[src/rtl/bfu_pkg.sv]
package bfu_pkg;
  parameter int XLEN  = 64;
  parameter int HLEN  = XLEN / 2;
  parameter int IMM_W = 5;
  parameter int FN_W  = 6;
  localparam int POS_W = $clog2(XLEN) + 1;

  typedef struct packed {
    logic             known;
    logic             needs64;
    logic             is_ins;
    logic             is_w32;
    logic [POS_W-1:0] pos_a;   // start (extract) or low bit (insert)
    logic [POS_W-1:0] pos_b;   // width (extract) or top bit (insert)
  } bfu_ctrl_t;

  function automatic logic [XLEN-1:0] bf_extract(input logic [XLEN-1:0] v,
                                                 input logic [POS_W-1:0] start,
                                                 input logic [POS_W-1:0] width);
    logic [XLEN-1:0] m;
    m = width[POS_W-1] ? '1 : ((XLEN'(1) << width[POS_W-2:0]) - XLEN'(1));
    return (v >> start[POS_W-2:0]) & m;
  endfunction

  function automatic logic [XLEN-1:0] bf_insert(input logic [XLEN-1:0] dst,
                                                input logic [XLEN-1:0] v,
                                                input logic [POS_W-1:0] lo,
                                                input logic [POS_W-1:0] hi);
    logic [XLEN-1:0] m;
    logic [POS_W-2:0] top_gap;
    top_gap = (POS_W-1)'(XLEN - 1) - hi[POS_W-2:0];
    m = ({XLEN{1'b1}} << lo[POS_W-2:0]) & ({XLEN{1'b1}} >> top_gap);
    return (dst & ~m) | ((v << lo[POS_W-2:0]) & m);
  endfunction

  function automatic logic [XLEN-1:0] sext_half(input logic [XLEN-1:0] v);
    return {{HLEN{v[HLEN-1]}}, v[HLEN-1:0]};
  endfunction
endpackage

[src/rtl/bfu_decode.sv]
module bfu_decode
  import bfu_pkg::*;
(
  input  logic [FN_W-1:0]  func,
  input  logic [IMM_W-1:0] lsb_f,
  input  logic [IMM_W-1:0] hi_f,
  output bfu_ctrl_t        ctrl,
  output logic             inverted
);
  localparam logic [POS_W-1:0] OFS = POS_W'(HLEN);
  logic [POS_W-1:0] lo_z, hi_z;

  assign lo_z = POS_W'(lsb_f);
  assign hi_z = POS_W'(hi_f);

  always_comb begin
    ctrl = '0;
    ctrl.known = 1'b1;
    unique case (func)
      6'b000000: begin ctrl.is_w32 = 1'b1; ctrl.pos_a = lo_z; ctrl.pos_b = hi_z + 1'b1; end
      6'b000011: begin ctrl.needs64 = 1'b1; ctrl.pos_a = lo_z; ctrl.pos_b = hi_z + 1'b1; end
      6'b000001: begin ctrl.needs64 = 1'b1; ctrl.pos_a = lo_z; ctrl.pos_b = hi_z + OFS + 1'b1; end
      6'b000010: begin ctrl.needs64 = 1'b1; ctrl.pos_a = lo_z + OFS; ctrl.pos_b = hi_z + 1'b1; end
      6'b000100: begin ctrl.is_ins = 1'b1; ctrl.is_w32 = 1'b1; ctrl.pos_a = lo_z; ctrl.pos_b = hi_z; end
      6'b000111: begin ctrl.is_ins = 1'b1; ctrl.needs64 = 1'b1; ctrl.pos_a = lo_z; ctrl.pos_b = hi_z; end
      6'b000101: begin ctrl.is_ins = 1'b1; ctrl.needs64 = 1'b1; ctrl.pos_a = lo_z; ctrl.pos_b = hi_z + OFS; end
      6'b000110: begin ctrl.is_ins = 1'b1; ctrl.needs64 = 1'b1; ctrl.pos_a = lo_z + OFS; ctrl.pos_b = hi_z + OFS; end
      default:   ctrl.known = 1'b0;
    endcase
  end

  assign inverted = ctrl.is_ins && (ctrl.pos_a > ctrl.pos_b);
endmodule

[src/rtl/bfu_datapath.sv]
module bfu_datapath
  import bfu_pkg::*;
(
  input  bfu_ctrl_t       ctrl,
  input  logic            inverted,
  input  logic [XLEN-1:0] src,
  input  logic [XLEN-1:0] dst_in,
  output logic [XLEN-1:0] res
);
  logic [XLEN-1:0] src_lo, dst_lo, ext_full, ext_half, ins_full, ins_half;

  assign src_lo = {{HLEN{1'b0}}, src[HLEN-1:0]};
  assign dst_lo = {{HLEN{1'b0}}, dst_in[HLEN-1:0]};

  assign ext_full = bf_extract(src, ctrl.pos_a, ctrl.pos_b);
  assign ext_half = sext_half(bf_extract(src_lo, ctrl.pos_a, ctrl.pos_b));
  assign ins_full = bf_insert(dst_in, src, ctrl.pos_a, ctrl.pos_b);
  assign ins_half = sext_half(bf_insert(dst_lo, src, ctrl.pos_a, ctrl.pos_b));

  always_comb begin
    if (!ctrl.is_ins)   res = ctrl.is_w32 ? ext_half : ext_full;
    else if (inverted)  res = dst_in;
    else                res = ctrl.is_w32 ? ins_half : ins_full;
  end
endmodule

[src/rtl/bitfield_unit.sv]
module bitfield_unit
  import bfu_pkg::*;
(
  input  logic             clk,
  input  logic             rst_n,
  input  logic             in_valid,
  input  logic [FN_W-1:0]  func,
  input  logic [XLEN-1:0]  src,
  input  logic [XLEN-1:0]  dst_in,
  input  logic [IMM_W-1:0] lsb_f,
  input  logic [IMM_W-1:0] hi_f,
  input  logic             mode64_en,
  output logic             out_valid,
  output logic [XLEN-1:0]  result,
  output logic             wr_en,
  output logic             illegal
);
  bfu_ctrl_t       ctrl;
  logic            ins_inverted;
  logic            dec_illegal;
  logic [XLEN-1:0] res_comb;

  bfu_decode u_dec (
    .func(func), .lsb_f(lsb_f), .hi_f(hi_f),
    .ctrl(ctrl), .inverted(ins_inverted)
  );

  bfu_datapath u_dp (
    .ctrl(ctrl), .inverted(ins_inverted),
    .src(src), .dst_in(dst_in), .res(res_comb)
  );

  assign dec_illegal = !ctrl.known || (ctrl.needs64 && !mode64_en);

  always_ff @(posedge clk) begin
    if (!rst_n) begin
      out_valid <= 1'b0;
      wr_en     <= 1'b0;
      illegal   <= 1'b0;
      result    <= '0;
    end else begin
      out_valid <= in_valid;
      wr_en     <= in_valid && !dec_illegal;
      illegal   <= in_valid && dec_illegal;
      if (in_valid) result <= dec_illegal ? '0 : res_comb;
    end
  end
endmodule

[config.mk]
export PLATFORM = sky130hd
export DESIGN_NAME = bitfield_unit
export DESIGN_NICKNAME = d
export VERILOG_FILES = /design/src/rtl/bfu_pkg.sv /design/src/rtl/bfu_decode.sv /design/src/rtl/bfu_datapath.sv /design/src/rtl/bitfield_unit.sv
export SDC_FILE = /design/constraint.sdc
export NUM_CORES = 1
export LEC_CHECK = 0
export ABC_AREA = 1
export BUFFER_PORTS_ARGS = -buffer_cell sky130_fd_sc_hd__buf_2
export CAP_MARGIN = 20
export CORE_UTILIZATION = 35
export DETAILED_ROUTE_END_ITERATION = 8
export PLACE_DENSITY = 0.64
export SLEW_MARGIN = 10
export SYNTH_ARGS = -nofsm -noshare
export SYNTH_HDL_FRONTEND = slang
export SYNTH_SLANG_ARGS = --single-unit
[constraint.sdc]
create_clock -name clk -period 7.13 [get_ports clk]
set_input_delay 1.426 -clock clk [delete_from_list [all_inputs] [get_ports clk]]
set_output_delay 1.426 -clock clk [all_outputs]
set_load 0.005 [all_outputs]
==> impl_metrics.py <==
metrics = {
    "pwr": {
        "seqPwrFrac_pct": 19.5,
        "p_total_mw": 1.94,
        "peakVddDrop_mv": 0.118,
        "p_leak_nw": 9.09,
        "power.switching_mw": 0.937,
        "swShare_pct": 48.3,
        "power.internal_mw": 1.00,
        "p_clk_share_pct": 30.1,
        "p_comb_share_pct": 50.4,
        "powerDensity_nw_per_um2": 117,
    },
    "sta": {
        "worst_pin_slew_ns": 1.15,
        "slew-limit-headroom_pct": 23.1,
        "final_max_slew_viol_count": 0,
        "finalCritPeriodShare_pct": 73.5,
        "fmax_mhz": 191,
        "rsz0062_at_grt": "false",
        "layout_min_cycle_time_ns": 5.24,
        "hold_viol_final": 0,
        "finalSetupTns_ns": 0,
        "setup_viol": 0,
        "setup_ws_ns": 1.89,
        "skew_ns": 0,
    },
    "setup_path": {
        "start_kind": "input pin",
        "crit_family": "buffers and inverters",
        "crit-reg2reg-capture": "result[22]",
        "required_ns": 7.42,
        "critPathSlowestCell": "nor2_2",
        "cp.depth": 16,
        "crit_start": "lsb_f[2]",
        "crit_buf_inv": 5,
        "worstPathArrival_ns": 5.53,
        "r2r_slack_ns": 6.43,
        "worstPathMaxFanout": 24,
        "path_cells": "buf_2, inv_1, nor2_4, buf_4, nor2_2, inv_1, buf_4, o21ai_0, nand3_1, nand3_1, nand2_1, nand2_1, nand2_1, nand3_1, nand3_1, nand2_1",
        "end_kind": "flop",
        "r2r_start": "result[22]",
        "crit_type": "in2reg",
        "critPathMaxStageDelay_ns": 0.76,
        "ff2ff_path_depth": 2,
    },
    "yosys": {
        "synth_cell_types": 55,
        "syn_area_um2": 14800,
        "synth-async-reset-ratio_pct": 0,
        "synth_edf_count": 0,
        "synthCells": 3032,
        "ys_seq_area_share_pct": 9.07,
        "ys_warn_count": 0,
        "postSynthAreaPerCell_um2": 4.88,
        "synth_ff_type": "dfxtp_1",
        "ys_ff_latch": 67,
        "syn-num-nets": 3188,
    },
    "drt": {
        "via_count": 22400,
        "drtAntennaViolNets": 0,
        "wire_per_inst_um": 27.3,
        "drtPass1Iterations": 7,
        "wl_met3_mm": 12.2,
        "finalWirelength_mm": 101,
        "drt_iter0_markers": 3742,
        "via_per_inst": 6.08,
        "drc": 0,
        "top_layer": "met5",
        "wl_met2_mm": 41.1,
        "wl_met1_mm": 39.9,
    },
    "layout": {
        "drive_gt1_share_pct": 11.9,
        "nNetsFinal": 3298,
        "mostFrequentLayoutCell": "nand2_1",
        "multiInputGateArea_um2": 11600,
        "syn_to_final_growth_pct": 12.4,
        "fin_cells": 3679,
        "final_core_util_pct": 40.3,
        "seq_area_um2": 1340,
        "final_cell_mix": "nand2_1, o21ai_0, nand3_1",
        "antennaDiodeCount": 0,
        "fill_cells": 4928,
    },
    "clock_network": {
        "cts-root-buf": "clkbuf_16",
        "clock_sinks": 67,
        "cts_resized": 0,
        "cts_tree": "built",
        "cts.clk_slew.worst_paths_ns": 0.06,
        "clockBufferDepth": 2,
        "ctsHoldBuffers": 0,
        "insertion_delay_ns": 0.35,
        "cts-buffers-inserted": 9,
        "post_cts_buffers": 0,
        "htree_levels": 3,
    },
    "grt": {
        "antenna_found_initial": 3,
        "grt_pass1_vias": 20400,
        "gr-total-overflow": 0,
        "grt_max_degree": 123,
        "grt_usage_pct": 45.5,
        "grt_pass1_wl_mm": 143,
    },
    "min_path": {
        "min-delay-start": "result[14]",
        "hold_end": "result[14]",
        "min_path_cells": 2,
        "hp-class": "reg2reg",
    },
    "job": {
        "max_cap_viol_count": 0,
    },
    "floorplanning": {
        "die_x_um": 208,
        "pin_count": 215,
        "rows": 74,
        "dieArea_um2": 43100,
        "die_h_um": 208,
        "initial_core_util_pct": 35.9,
        "core_um2": 41200,
    },
    "place": {
        "gp_congestion": 1.14,
        "post-place-cells": 3663,
        "portBuffers": 214,
        "hpwlAfterDp_mm": 80.7,
        "post-place-ws_ns": 1.81,
    },
    "outcome": {
        "status": "finished clean",
    },
}
kinds of logic after synthesis:
| kind of cell | after synthesis | share of synthesized area [%] |
|---|---|---|
| compound gates | 689 | 25.6 |
| flops | 67 | 9.07 |
| buf+inv | 467 | 12.8 |
| mux | 20 | 1.35 |
| simple gates | 1774 | 50.1 |
| fa+ha+maj | 8 | 0.677 |
| xor+xnor | 7 | 0.415 |
power by group through the flow:
| stage | clock network [mW] | registers (mW) | logic, mW |
|---|---|---|---|
| floorplan | 0 | 0.386 | 0.514 |
| global placement | 0 | 0.386 | 0.930 |
| detailed placement | 0 | 0.386 | 0.921 |
| CTS | 0.581 | 0.377 | 0.924 |
| global route | 0.600 | 0.377 | 1.02 |
| finish | 0.584 | 0.377 | 0.977 |
metrics by stage:
| step | hold WS, ns | cell area [um2] |
|---|---|---|
| final | 0.447 | 16600 |
| after global routing | 0.465 | 16600 |
| after CTS | 0.451 | 16600 |
| after detailed placement | 0.437 | 16200 |
| after global placement | 0.435 | 16200 |
| after floorplan | 0.448 | 14800 |
worst register-to-register path: stages (launching register included):
cell and delay (ns):
dfxtp_1 0.47, nand2_1 0.09, nand2_1 0.09
cells in the mapped netlist, types with 9 or more instances:
master / instances / share of area, %
o21bai_1: 10 / 0.51
inv_2: 15 / 0.38
a31oi_1: 9 / 0.38
buf_1: 34 / 0.86
nor2_1: 242 / 6.1
o21a_1: 9 / 0.46
nor2_2: 16 / 0.68
o22ai_1: 14 / 0.59
o21ai_1: 96 / 3.3
buf_4: 9 / 0.46
dfxtp_1: 67 / 9.1
nand2_1: 1097 / 28
nor3_1: 20 / 0.68
a21oi_1: 120 / 4.1
nand3_1: 313 / 11
nand4_1: 21 / 0.89
o31ai_1: 11 / 0.56
o211ai_1: 37 / 1.9
buf_2: 60 / 2.0
o21ai_0: 341 / 12
nand2_2: 17 / 0.72
or2_1: 11 / 0.47
a211oi_1: 13 / 0.66
clkbuf_1: 71 / 1.8
mux2i_1: 20 / 1.4
inv_1: 267 / 6.8
worst max-delay path by stage:
stage / to / slack, ns
after floorplan: result[22] / 2.45
after global placement: result[62] / 1.79
after detailed placement: result[62] / 1.81
after CTS: result[62] / 2.16
after global routing: result[60] / 1.68
final: result[51] / 1.89
metal layers:
layer  vias to the layer above  GRT usage (%)
met5                         -              0
met4                         2           28.5
met3                       332           9.80
met2                      1646           66.7
met1                     10200           60.4
li1                      10200              -
flip-flops by register name (all words and copies together), names as in the netlist:
register,flops
result,64
illegal,1
out_valid,1
wr_en,1
area by class of cell:
cell class	count	area share, %
multi-input combinational	2498	69.8
clock inverter	7	0.881
tap	532	4.01
inverter	288	6.51
clock buffer	9	1.36
sequential	67	8.07
timing repair buffer	278	9.42
Note: power is estimated with default switching activity, not from simulation.
